$ cat src/rtl/trap_pkg.sv
// Shared codes for the trap sequencer.
// Assumes a 4-bit level field and 4-bit cause codes.
package trap_pkg;
    localparam int CODE_W = 4;
    localparam int LVL_W  = 4;
    localparam int SEL_W  = 4;

    localparam logic [1:0] OP_NONE = 2'd0;
    localparam logic [1:0] OP_GET  = 2'd1;
    localparam logic [1:0] OP_SET  = 2'd2;

    localparam logic [CODE_W-1:0] CAUSE_RESET = 4'd0;
    localparam logic [CODE_W-1:0] CAUSE_BUS   = 4'd1;
    localparam logic [CODE_W-1:0] CAUSE_ILL   = 4'd2;
    localparam logic [CODE_W-1:0] CAUSE_PRIV  = 4'd3;

    localparam logic [SEL_W-1:0] SEL_PSW = 4'd1;
    localparam logic [SEL_W-1:0] SEL_TPC = 4'd2;
    localparam logic [SEL_W-1:0] SEL_TMA = 4'd3;
    localparam logic [SEL_W-1:0] SEL_TSV = 4'd4;

    localparam logic [LVL_W-1:0] LVL_LOCKED = 4'hF;
endpackage

$ cat src/rtl/trap_decide.sv
// Decides, for the ending instruction, whether a synchronous trap,
// an interrupt or a normal completion happens. Purely combinational.
// Assumes the inputs are stable before the clock edge.
module trap_decide
    import trap_pkg::*;
(
    input  logic              step_valid,
    input  logic              trap_req,
    input  logic [CODE_W-1:0] trap_cause,
    input  logic [1:0]        sr_op,
    input  logic [LVL_W-1:0]  level,
    input  logic              irq_pend,
    output logic              take_sync,
    output logic              take_irq,
    output logic [CODE_W-1:0] sync_code,
    output logic              retire
);
    logic priv_fault;

    // classify the ending instruction
    always_comb begin
        priv_fault = (sr_op != OP_NONE) && (level == LVL_LOCKED);
        take_sync  = step_valid && (trap_req || priv_fault);
        sync_code  = trap_req ? trap_cause : CAUSE_PRIV;
        take_irq   = step_valid && !take_sync && irq_pend;
        retire     = step_valid && !take_sync;
    end
endmodule

$ cat src/rtl/trap_irq_slot.sv
// One-deep holding slot for a posted interrupt code.
// A new post overrides both a waiting code and a same-cycle take.
module trap_irq_slot
    import trap_pkg::*;
(
    input  logic              clk,
    input  logic              rst_n,
    input  logic              irq_post,
    input  logic [CODE_W-1:0] irq_code_in,
    input  logic              take_irq,
    output logic              pend_q,
    output logic [CODE_W-1:0] code_q
);
    // hold, fill or drain the slot
    always_ff @(posedge clk) begin
        if (!rst_n) begin
            pend_q <= 1'b0;
            code_q <= '0;
        end else if (irq_post) begin
            pend_q <= 1'b1;
            code_q <= irq_code_in;
        end else if (take_irq) begin
            pend_q <= 1'b0;
        end
    end

    assert_irq_clear_R7: assert property (@(posedge clk) disable iff (!rst_n)
        (take_irq && !irq_post) |=> !pend_q);
    assert_reset_R10: assert property (@(posedge clk)
        !rst_n |=> !pend_q);
endmodule

$ cat src/rtl/trap_state.sv
// Architectural state: PC, status word fields, trap return, fault
// address and scratch register. It applies trap entry, interrupt entry,
// special-register sets and the register-0 get return.
// Assumes XLEN >= 12 and VEC_LSB + CODE_W <= XLEN.
module trap_state
    import trap_pkg::*;
#(
    parameter int XLEN    = 32,
    parameter int VEC_LSB = 4
) (
    input  logic              clk,
    input  logic              rst_n,
    input  logic              step_valid,
    input  logic              take_sync,
    input  logic [CODE_W-1:0] sync_code,
    input  logic              take_irq,
    input  logic [CODE_W-1:0] irq_code,
    input  logic [XLEN-1:0]   cur_pc,
    input  logic [XLEN-1:0]   next_pc,
    input  logic [XLEN-1:0]   fault_addr,
    input  logic [1:0]        sr_op,
    input  logic [SEL_W-1:0]  sr_sel,
    input  logic              sr_dst_zero,
    input  logic [XLEN-1:0]   sr_wdata,
    input  logic              cc_we,
    input  logic [3:0]        cc_in,
    output logic [XLEN-1:0]   pc,
    output logic [LVL_W-1:0]  level,
    output logic [XLEN-1:0]   psw,
    output logic [XLEN-1:0]   sr_rdata
);
    localparam int PAD_W = XLEN - 2*LVL_W - 4;

    logic [XLEN-1:0]  pc_q, tpc_q, tma_q, tsv_q;
    logic [LVL_W-1:0] lvl_q, old_q;
    logic [3:0]       cc_q;
    logic [XLEN-1:0]  n_pc, n_tpc, n_tma, n_tsv;
    logic [LVL_W-1:0] n_lvl, n_old;
    logic [3:0]       n_cc;

    function automatic logic [XLEN-1:0] vec_pc(input logic [CODE_W-1:0] c);
        logic [XLEN-1:0] v;
        v = '0;
        v[VEC_LSB +: CODE_W] = c;
        return v;
    endfunction

    // assemble the status word
    always_comb psw = {lvl_q, old_q, {PAD_W{1'b0}}, cc_q};

    // special register read port
    always_comb begin
        case (sr_sel)
            SEL_PSW: sr_rdata = psw;
            SEL_TPC: sr_rdata = tpc_q;
            SEL_TMA: sr_rdata = tma_q;
            SEL_TSV: sr_rdata = tsv_q;
            default: sr_rdata = '0;
        endcase
    end

    // next-state selection for all architectural registers
    always_comb begin
        n_pc = pc_q; n_lvl = lvl_q; n_old = old_q; n_cc = cc_q;
        n_tpc = tpc_q; n_tma = tma_q; n_tsv = tsv_q;
        if (step_valid) begin
            if (take_sync) begin
                n_tpc = cur_pc;
                if (sync_code == CAUSE_BUS) n_tma = fault_addr;
                n_old = lvl_q;
                n_lvl = '0;
                n_pc  = vec_pc(sync_code);
            end else begin
                n_pc = next_pc;
                if (cc_we) n_cc = cc_in;
                if (sr_op == OP_SET) begin
                    case (sr_sel)
                        SEL_PSW: begin
                            n_lvl = sr_wdata[XLEN-1 -: LVL_W];
                            n_old = sr_wdata[XLEN-LVL_W-1 -: LVL_W];
                            n_cc  = sr_wdata[3:0];
                        end
                        SEL_TPC: n_tpc = sr_wdata;
                        SEL_TMA: n_tma = sr_wdata;
                        SEL_TSV: n_tsv = sr_wdata;
                        default: ;
                    endcase
                end else if (sr_op == OP_GET && sr_dst_zero) begin
                    n_pc  = sr_rdata;
                    n_lvl = old_q;
                end
                if (take_irq) begin
                    n_tpc = n_pc;
                    n_old = n_lvl;
                    n_lvl = '0;
                    n_pc  = vec_pc(irq_code);
                end
            end
        end
    end

    // state registers with synchronous reset
    always_ff @(posedge clk) begin
        if (!rst_n) begin
            pc_q <= '0; lvl_q <= '0; old_q <= '0; cc_q <= '0;
            tpc_q <= '0; tma_q <= '0; tsv_q <= '0;
        end else begin
            pc_q <= n_pc; lvl_q <= n_lvl; old_q <= n_old; cc_q <= n_cc;
            tpc_q <= n_tpc; tma_q <= n_tma; tsv_q <= n_tsv;
        end
    end

    always_comb begin
        pc    = pc_q;
        level = lvl_q;
    end

    assert_trap_pc_R1: assert property (@(posedge clk) disable iff (!rst_n)
        take_sync |=> tpc_q == $past(cur_pc));
    assert_tma_hold_R2: assert property (@(posedge clk) disable iff (!rst_n)
        (take_sync && sync_code != CAUSE_BUS) |=> $stable(tma_q));
    assert_level_drop_R3: assert property (@(posedge clk) disable iff (!rst_n)
        take_sync |=> (lvl_q == '0) && (old_q == $past(lvl_q)));
    assert_vector_R4: assert property (@(posedge clk) disable iff (!rst_n)
        take_sync |=> pc_q == vec_pc($past(sync_code)));
    assert_return_R6: assert property (@(posedge clk) disable iff (!rst_n)
        (step_valid && !take_sync && !take_irq && sr_op == OP_GET && sr_dst_zero)
        |=> lvl_q == $past(old_q));
    assert_hold_R11: assert property (@(posedge clk) disable iff (!rst_n)
        !step_valid |=> $stable(pc_q) && $stable(psw) && $stable(tsv_q));
endmodule

$ cat src/rtl/trap_unit.sv
// Trap sequencer top: connects the decision logic, the interrupt slot
// and the architectural state. Evaluated once per ending instruction.
module trap_unit
    import trap_pkg::*;
#(
    parameter int XLEN    = 32,
    parameter int VEC_LSB = 4
) (
    input  logic            clk,
    input  logic            rst_n,
    input  logic            step_valid,
    input  logic [XLEN-1:0] cur_pc,
    input  logic [XLEN-1:0] next_pc,
    input  logic            trap_req,
    input  logic [3:0]      trap_cause,
    input  logic [XLEN-1:0] fault_addr,
    input  logic [1:0]      sr_op,
    input  logic [3:0]      sr_sel,
    input  logic            sr_dst_zero,
    input  logic [XLEN-1:0] sr_wdata,
    input  logic            cc_we,
    input  logic [3:0]      cc_in,
    input  logic            irq_post,
    input  logic [3:0]      irq_code,
    output logic [XLEN-1:0] pc,
    output logic [XLEN-1:0] psw,
    output logic [XLEN-1:0] sr_rdata,
    output logic            retire,
    output logic            trap_taken,
    output logic            irq_pending
);
    logic              take_sync, take_irq, pend_q;
    logic [CODE_W-1:0] sync_code, pend_code;
    logic [LVL_W-1:0]  level;

    trap_decide u_decide (
        .step_valid (step_valid), .trap_req (trap_req), .trap_cause (trap_cause),
        .sr_op (sr_op), .level (level), .irq_pend (pend_q),
        .take_sync (take_sync), .take_irq (take_irq), .sync_code (sync_code),
        .retire (retire)
    );

    trap_irq_slot u_slot (
        .clk (clk), .rst_n (rst_n), .irq_post (irq_post), .irq_code_in (irq_code),
        .take_irq (take_irq), .pend_q (pend_q), .code_q (pend_code)
    );

    trap_state #(.XLEN (XLEN), .VEC_LSB (VEC_LSB)) u_state (
        .clk (clk), .rst_n (rst_n), .step_valid (step_valid),
        .take_sync (take_sync), .sync_code (sync_code),
        .take_irq (take_irq), .irq_code (pend_code),
        .cur_pc (cur_pc), .next_pc (next_pc), .fault_addr (fault_addr),
        .sr_op (sr_op), .sr_sel (sr_sel), .sr_dst_zero (sr_dst_zero),
        .sr_wdata (sr_wdata), .cc_we (cc_we), .cc_in (cc_in),
        .pc (pc), .level (level), .psw (psw), .sr_rdata (sr_rdata)
    );

    // report any control transfer to a vector
    always_comb begin
        trap_taken  = take_sync || take_irq;
        irq_pending = pend_q;
    end

    assert_priv_R5: assert property (@(posedge clk) disable iff (!rst_n)
        (step_valid && !trap_req && sr_op != OP_NONE && level == LVL_LOCKED)
        |=> pc == XLEN'(32'h30));
    assert_sync_first_R7: assert property (@(posedge clk) disable iff (!rst_n)
        (step_valid && trap_req && pend_q) |=> pend_q);
endmodule

$ cat config.mk
export PLATFORM = sky130hd
export DESIGN_NAME = trap_unit
export DESIGN_NICKNAME = d
export VERILOG_FILES = /design/src/rtl/trap_pkg.sv /design/src/rtl/trap_decide.sv /design/src/rtl/trap_irq_slot.sv /design/src/rtl/trap_state.sv /design/src/rtl/trap_unit.sv
export SDC_FILE = /design/constraint.sdc
export NUM_CORES = 1
export LEC_CHECK = 0
export ABC_CLOCK_PERIOD_IN_PS = 4150
export BUFFER_PORTS_ARGS = -buffer_cell sky130_fd_sc_hd__buf_2
export CORE_MARGIN = 3
export CORE_UTILIZATION = 55
export CTS_CLUSTER_DIAMETER = 120
export CTS_CLUSTER_SIZE = 10
export DETAILED_ROUTE_END_ITERATION = 16
export PLACE_DENSITY = 0.85
export SLEW_MARGIN = 20
export SYNTH_ARGS = -nofsm -noshare
export SYNTH_HDL_FRONTEND = slang
export SYNTH_SLANG_ARGS = --single-unit
$ cat constraint.sdc
create_clock -name clk -period 4.15 [get_ports clk]
set_clock_uncertainty 0.2 [all_clocks]
set_input_delay 0.415 -clock clk [delete_from_list [all_inputs] [get_ports clk]]
set_output_delay 0.415 -clock clk [all_outputs]
set_load 0.05 [all_outputs]
* Word-level counts from Yosys, hierarchy flattened
Index checks and enable logic that the tools add are counted.
** Word-level totals
- Flip-flop bits (word level) :: 145
- Input bits :: 153
- Output and inout port bits :: 99
** Operators by class
- Equality and inequality tests :: 9
- Muxes and demuxes :: 28
- Bitwise gates (word level) :: 1
- Reductions and logical operators :: 20
** Operators by type and width (count)
- $mux W32 :: 12
- $pmux W32 S4 :: 1
- $mux W4 :: 13
- $reduce_bool A3 Y1 :: 3
- $eq A4 B1 Y1 const B :: 2
- $eq A4 B2 Y1 const B :: 2
- $reduce_and A4 Y1 :: 2
- $reduce_bool A2 Y1 :: 4
- $reduce_and A3 Y1 :: 2
- $logic_and A1 B1 Y1 :: 5
- $eq A4 B3 Y1 const B :: 1
- $eq A4 B4 Y1 const B :: 1
- $eq A2 B1 Y1 const B :: 1
- $eq A2 B2 Y1 const B :: 1
- $logic_or A1 B1 Y1 :: 2
- $mux W1 :: 2
- $ne A2 B1 Y1 const B :: 1
- $reduce_and A2 Y1 :: 1
- $logic_not A1 Y1 :: 1
- $not A1 Y1 :: 1

* Longest topological paths before layout
Gate-level depths: netlist of the first run.
- Depth after elaboration :: 9
- Gate-level depth with buffers :: 8

* Modules after synthesis
From an unflattened synthesis of the first run, not the netlist that was laid out.
** Second synthesis, totals
- Cells, all modules :: 1085
- Area, all modules :: 8570.7 um2
** By module, submodules not included
- trap_state :: instances 1, cells an instance 1056, area an instance 8290.5 um2, seq. area each 2802.7 um2
- trap_irq_slot :: instances 1, cells an instance 16, area an instance 190.2 um2, seq. area each 100.1 um2
- trap_decide :: instances 1, cells an instance 12, area an instance 83.8 um2, seq. area each 0.0 um2
- trap_unit :: instances 1, cells an instance 1, area an instance 6.3 um2, seq. area each 0.0 um2

* Worst setup path after synthesis of the first run
Ideal clock, no wire load.
- Path type :: input to output
- From :: in sr_sel[1]
- To :: out sr_rdata[14]
- Arrival :: 2548 ps
- Required time :: 3535 ps
- Slack :: 987 ps
- Cell stages on the path :: 6
- Buffers on the path :: 3
- Cell sequence :: buf_2 and3b_1 clkbuf_1 buf_1 a22oi_1 o21ai_0
** On the way
- Cells in the longest elaborated chain, start to end :: 2
** RTL lines
- start: declaration :: RTL line trap_unit.sv:18 : input logic [3:0] sr_sel,
- $eq A4 B3 Y1 (tied with other cells) :: RTL line trap_state.sv:53 : case (sr_sel)
- $pmux W32 S4 (*) :: RTL line trap_state.sv:53
- end: declaration :: RTL line trap_unit.sv:27 : output logic [XLEN-1:0] sr_rdata,
Every way passes the cells marked *; elsewhere a longest branch is shown, timed or not.

* Final worst setup path of the first run
- From :: reg u_state.lvl_q[2], in the netlist u_state.level[2]
- To :: out retire
** On the way
- Cells in the longest elaborated chain, start to end :: 6
** RTL lines
- start: declaration :: RTL line trap_state.sv:35 : logic [LVL_W-1:0] lvl_q, old_q;
- start signal: assignment :: RTL line trap_state.sv:108 : pc_q <= n_pc; lvl_q <= n_lvl; old_q <= n_old; cc_q <= n_cc;
- $eq A4 B4 Y1 :: RTL line trap_decide.sv:22 : priv_fault = (sr_op != OP_NONE) && (level == LVL_LOCKED);
- $logic_and A1 B1 Y1 :: RTL line trap_decide.sv:22
- $logic_or A1 B1 Y1 :: RTL line trap_decide.sv:23 : take_sync = step_valid && (trap_req || priv_fault);
- $logic_and A1 B1 Y1 :: RTL line trap_decide.sv:23
- $logic_not A1 Y1 :: RTL line trap_decide.sv:26 : retire = step_valid && !take_sync;
- $logic_and A1 B1 Y1 :: RTL line trap_decide.sv:26
- end: declaration :: RTL line trap_unit.sv:28 : output logic retire,
No other way between the ends.

==> metrics.yaml, run 1 <==
wl_met3_um: 2910
cts_max_path_buffers: 2
dieArea_mm2: 0.0159
drive_gt1_share_pct: 26.8
seq_area_mm2: 0.00290
finalSetupTns_ps: 0
critPathKind: "reg2out"
synth_edf_count: 0
numPortBuffers: 231
nFillCells: 1192
leakage_nw: 3.87
final_util_pct: 68.6
timing.hold.ws_ps: 29.7
cts_buffers: 17
hold_buffers: 0
maxSlewViolCount: 0
place_inst: 1301
multi_input_area_mm2: 0.00436
die_h_um: 126
ant_nets: 0
syn_area_mm2: 0.00792
p_per_area_mw_per_mm2: 381
nets: 1293
rsz0062_at_grt: "no"
place_area_mm2: 0.00899
via_count: 8628
synthToLayoutAreaGrowth_pct: 21.3
async_flop_share_pct: 0
core-area_mm2: 0.0140
worstSetupEndpointType: "output pin"
synth_cell_types: 49
synth_ff_type: "dfxtp_1"
top_layer: "met4"
wl_met2_um: 12600
critPathMaxFanout: 18
grt_pass1_wl_um: 42000
clk_pin_slew_ps: 60
drcViolationCount: 0
track_usage_pct: 32.9
grt_pass1_vias: 7995
via_per_inst: 6.47
antenna_found_initial: 1
hpwl_um: 18300
worst_slew_pin_slew_ps: 1100
status: "finished, final reports clean"
hold-path-cell-count: 3
peakVddDrop_mv: 0.349
finalHoldViolCount: 0
cts_tree: "yes"
fmax_mhz: 307
timing.final.ws_setup_ps: 894
min_path_type: "in2reg"
io_pins: 252
postCtsSetupRepairBufs: 0
max_slew_margin_pct: 26.3
initial_core_util_pct: 56.6
post_drt_wl_per_cell_um: 20.4
dpl_worst_slack_ps: 878
fin_crit_sh_pct: 78.5
setup-violations-final: 0
wl_met1_um: 11000
reg2reg_depth: 7
instances_no_fill: 1334
start_kind: "register"
drt_pass1_iterations: 6
wl_um: 27200
clock-sinks: 145
cp.arrival_ps: 2640
max_cap_violations: 0
h-tree-depth: 4
ys_seq_area_share_pct: 36.7
initialDrtViolationCount: 1027
routabilityCongestion: 0.958
period_minus_slack_ps: 3260
crit_required_ps: 3530
row_count: 43
syn_inst: 963
grt_max_degree: 65
final_cell_area_mm2: 0.00960
finalPower_mw: 3.66
cts_resized: 0
clockRootBuffer: "clkbuf_16"
synth-seq-cells: 145
insertion_delay_ps: 440
avgSynthCellArea_um2: 8.22
die_width_um: 126
grt-ovfl-total: 0
synth_warnings: 0
[layout make-up]
type                    instances  share of cell area [%]
multi-input cells             677                    45.4
flip-flops and latches        145                    30.2
repair buffers                255                    13.9
clock buffers                  22                    4.94
well taps                     180                    2.35
inverters                      44                    1.72
clock inverters                10                    1.38
diodes                          1                  0.0261
[worst max-delay path, cell delays in order (launching register included)]
cell and delay [ps]:
dfxtp_1 460, nand4_1 330, o211ai_1 770, buf_4 370, inv_1 60, buf_2 210
[power by group]
part | internal [mW] | switching [mW] | total [mW]
registers | 1.44 | 0.0357 | 1.48
clock network | 0.989 | 0.595 | 1.58
logic | 0.192 | 0.404 | 0.595
total | 2.63 | 1.03 | 3.66
[layer usage]
metal	track usage, %	vias to the layer above
li1	-	3907
met1	43.7	4051
met2	52.1	595
met3	7.72	75
met4	12.6	0
met5	0	-
[kinds of logic (layout without fill, tap and decap cells)]
family,count (synthesis),after routing,synth area share [%]
AOI/OAI and AO/OA,413,413,34.8
muxes,52,52,6.57
other,1,21,0.0474
and+or+nand+nor,192,192,12.2
buffers and inverters,160,331,9.72
DFF,145,145,36.7
[registers in the layout, indices dropped and copies added, names as in the netlist]
register / cells
u_state.level: 4
u_slot.pend_q: 1
u_state.tma_q: 32
u_state.tpc_q: 32
u_state.tsv_q: 32
u_slot.code_q: 4
u_state.old_q: 4
u_state.pc: 32
u_state.cc_q: 4
[cells in the mapped netlist, types with 4 or more instances]
| cell type | number | share of area [%] |
|---|---|---|
| nor3_1 | 34 | 2.1 |
| clkbuf_1 | 60 | 2.8 |
| a211oi_1 | 36 | 3.4 |
| buf_2 | 18 | 1.1 |
| a22oi_1 | 42 | 4.0 |
| o21bai_1 | 8 | 0.76 |
| inv_1 | 44 | 2.1 |
| buf_6 | 6 | 0.85 |
| o221a_2 | 4 | 0.57 |
| o21ai_0 | 101 | 6.4 |
| o211ai_1 | 21 | 2.0 |
| a32o_1 | 32 | 4.0 |
| a22o_1 | 20 | 2.2 |
| buf_4 | 27 | 2.6 |
| nor2_1 | 28 | 1.3 |
| nand2_1 | 77 | 3.6 |
| mux2i_1 | 52 | 6.6 |
| dfxtp_1 | 145 | 37 |
| o32a_1 | 4 | 0.51 |
| o22ai_1 | 12 | 0.95 |
| and2_1 | 4 | 0.32 |
| a311oi_1 | 4 | 0.44 |
| buf_1 | 5 | 0.24 |
| nand3b_1 | 21 | 2.0 |
| a21oi_1 | 83 | 5.2 |
| nand2b_1 | 7 | 0.55 |
| nor3b_1 | 4 | 0.38 |
| a31oi_1 | 34 | 2.7 |
[cells in the final DEF (no fill, tap or decap), drive strengths merged, types with 21 or more instances in the layout]
cell / instances
a22oi: 42
buf: 255
nand2: 77
o21ai: 103
a31oi: 34
nor2: 29
a21oi: 83
mux2i: 52
a211oi: 36
clkbuf: 22
dfxtp: 145
nand3b: 21
inv: 44
nor3: 34
a32o: 32
o211ai: 21
[path summary, 6_finish.rpt]
check                    from                to  slack, ps
max          u_state.level[2]            retire        890
min               irq_code[1]  u_slot.code_q[1]         30
max reg2reg  u_state.level[2]  u_state.tsv_q[5]       1330
min reg2reg    u_state.pc[26]    u_state.pc[26]        250
No activity file was read; power rests on OpenSTA's default activity.
==> run 2: changes to the inputs <==
--- a/config.mk
+++ b/config.mk
@@ -5,14 +5,14 @@
 export SDC_FILE = /design/constraint.sdc
 export NUM_CORES = 1
 export LEC_CHECK = 0
-export ABC_CLOCK_PERIOD_IN_PS = 4150
+export ABC_CLOCK_PERIOD_IN_PS = 3100
 export BUFFER_PORTS_ARGS = -buffer_cell sky130_fd_sc_hd__buf_2
 export CORE_MARGIN = 3
-export CORE_UTILIZATION = 55
+export CORE_UTILIZATION = 52
 export CTS_CLUSTER_DIAMETER = 120
 export CTS_CLUSTER_SIZE = 10
 export DETAILED_ROUTE_END_ITERATION = 16
-export PLACE_DENSITY = 0.85
+export PLACE_DENSITY = 0.81
 export SLEW_MARGIN = 20
 export SYNTH_ARGS = -nofsm -noshare
 export SYNTH_HDL_FRONTEND = slang
==> constraint.sdc (replaced) <==
create_clock -name clk -period 3.1 [get_ports clk]
set_clock_uncertainty 0.2 [all_clocks]
set_input_delay 0.31 -clock clk [delete_from_list [all_inputs] [get_ports clk]]
set_output_delay 0.31 -clock clk [all_outputs]
set_load 0.05 [all_outputs]
==> run 2 against run 1 <==
  * The flow now finishes with violations (DRC)
  * Non-clock buffer count grew 43
  * Sequential power grew 34%
  * Setup slack lost 580 ps
  * Register-to-register slack lost 760 ps
  * Core utilization shrank 0.26 points
  * Routed wire length grew 2.5%
  * Critical path type unchanged
==> metrics.yaml, run 2 (synthesis results as in run 1) <==
grt-ovfl-total: 0  # unchanged
hold-path-cell-count: 3  # unchanged
clk_pin_slew_ps: 60  # about the same
postCtsSetupRepairBufs: 0  # unchanged
status: "finished, violations left"  # was finished, final reports clean
cts_buffers: 17  # unchanged
drt_pass1_iterations: 12  # was 6
cp.arrival_ps: 2280  # was 2640 ps
crit_required_ps: 2590  # was 3530 ps
finalHoldViolCount: 0  # unchanged
nFillCells: 1224  # was 1192
row_count: 44  # was 43
cts_max_path_buffers: 2  # unchanged
multi_input_area_mm2: 0.00437  # was 0.00436 mm2
cts_tree: "yes"  # unchanged
hpwl_um: 18900  # was 18300 um
initial_core_util_pct: 53.9  # was 56.6%
leakage_nw: 4.06  # was 3.87 nW
final_cell_area_mm2: 0.0101  # was 0.00960 mm2
antenna_found_initial: 2  # was 1
seq_area_mm2: 0.00290  # unchanged
maxSlewViolCount: 0  # unchanged
hold_start: "next_pc[24]"  # was irq_code[1]
crit_path_start: "u_state.level[0]"  # was u_state.level[2]
wl_um: 27900  # was 27200 um
critPathMaxFanout: 43  # was 18
max_slew_margin_pct: 34.0  # was 26.3%
setup-violations-final: 0  # unchanged
place_area_mm2: 0.00908  # was 0.00899 mm2
dieArea_mm2: 0.0167  # was 0.0159 mm2
routabilityCongestion: 0.933  # was 0.958
timing.rr.start: "u_slot.pend_q"  # was u_state.level[2]
clock-sinks: 145  # unchanged
start_kind: "register"  # unchanged
p_per_area_mw_per_mm2: 491  # was 381 mW/mm2
fin_crit_sh_pct: 89.9
ant_nets: 0  # unchanged
period_minus_slack_ps: 2790
final_cell_mix: "buf_2, dfxtp_1, o21ai_0"  # unchanged
clockRootBuffer: "clkbuf_16"  # unchanged
h-tree-depth: 4  # unchanged
die_h_um: 129  # was 126 um
worstSetupEndpointType: "output pin"  # unchanged
via_per_inst: 6.39  # was 6.47
grt_pass1_wl_um: 42600  # was 42000 um
grt_pass1_vias: 8255  # was 7995
max_cap_violations: 0  # unchanged
drive_gt1_share_pct: 26.5  # was 26.8%
worst_slew_pin_slew_ps: 987  # was 1100 ps
fmax_mhz: 359
drcViolationCount: 1  # was 0
track_usage_pct: 32.1  # was 32.9%
grt_max_degree: 65  # unchanged
layout_commonest_cell: "buf_2"  # unchanged
reg2reg_depth: 5  # was 7
core-area_mm2: 0.0147  # was 0.0140 mm2
post_drt_wl_per_cell_um: 20.2  # was 20.4 um
peakVddDrop_mv: 0.383  # was 0.349 mV
finalSetupTns_ps: 0  # unchanged
die_width_um: 129  # was 126 um
insertion_delay_ps: 430  # was 440 ps
via_count: 8825  # was 8628
io_pins: 252  # unchanged
critPathKind: "reg2out"  # unchanged
numPortBuffers: 231  # unchanged
synthToLayoutAreaGrowth_pct: 26.9  # was 21.3%
initialDrtViolationCount: 1033  # was 1027
nets: 1336  # was 1293
violations: "DRC"
min_path_type: "in2reg"  # unchanged
rsz0062_at_grt: "no"  # unchanged
run 2: cell types whose count changed in the layout (fill, tap and decap cells not counted), moves of 2 or more:
cell           previous run  this run
clkinv_4                  2         0
buf_4                    24        29
buf_12                    0         2
dlygate4sd3_1             0        36
clkinvlp_4                0         2
run 2: cell type report:
| cell class | instances | area share, % |
|---|---|---|
| Timing Repair Buffer | 298 | 17.7 |
| Clock inverter | 11 | 1.34 |
| Clock buffer | 21 | 4.68 |
| Multi-Input combinational cell | 677 | 43.4 |
| Sequential cell | 145 | 28.9 |
| Tap cell | 184 | 2.29 |
| Antenna cell | 2 | 0.0498 |
| Inverter | 44 | 1.64 |
run 2: per-stage QoR:
stage	hold slack, ps	util (%)	total power [mW]	instances	setup slack [ps]
finish	2.66	68.4	4.94	1382	312
global route	14.2	68.4	5.09	1382	199
CTS	4.82	68.3	4.92	1380	145
detailed placement	237	61.8	2.80	1312	484
global placement	229	61.8	2.80	1312	341
floorplan	242	-	2.55	982	147
run 2: final timing paths:
kind	end	slack, ps
max	retire	310
min	u_state.pc[24]	3
max reg2reg	u_state.tpc_q[20]	570
min reg2reg	u_state.pc[30]	250
run 2: worst max-delay path, stage by stage (launching register included):
cell and delay (ps):
dfxtp_1 430, nand4_1 320, o211ai_1 360, buf_4 450, inv_1 70, buf_2 220
run 2: repair_timing:
action	4_1_cts	5_1_grt
hold endpoints to repair	36	0
hold buffers	36	0
resized for setup	0	1
setup endpoints to repair	0	1
run 2: report_power, final:
group	switching [mW]	total, mW	internal, mW
Clock	0.798	2.12	1.32
Sequential	0.0557	1.99	1.93
Combinational	0.539	0.831	0.292
run 2: per-layer routing:
layer	GRT usage [%]	part of all wire (%)	wire length, um
met1	42.4	40	11200
met4	13.7	3.8	1060
met2	50.7	45	12600
met3	7.30	11	3030
met5	0	0	0
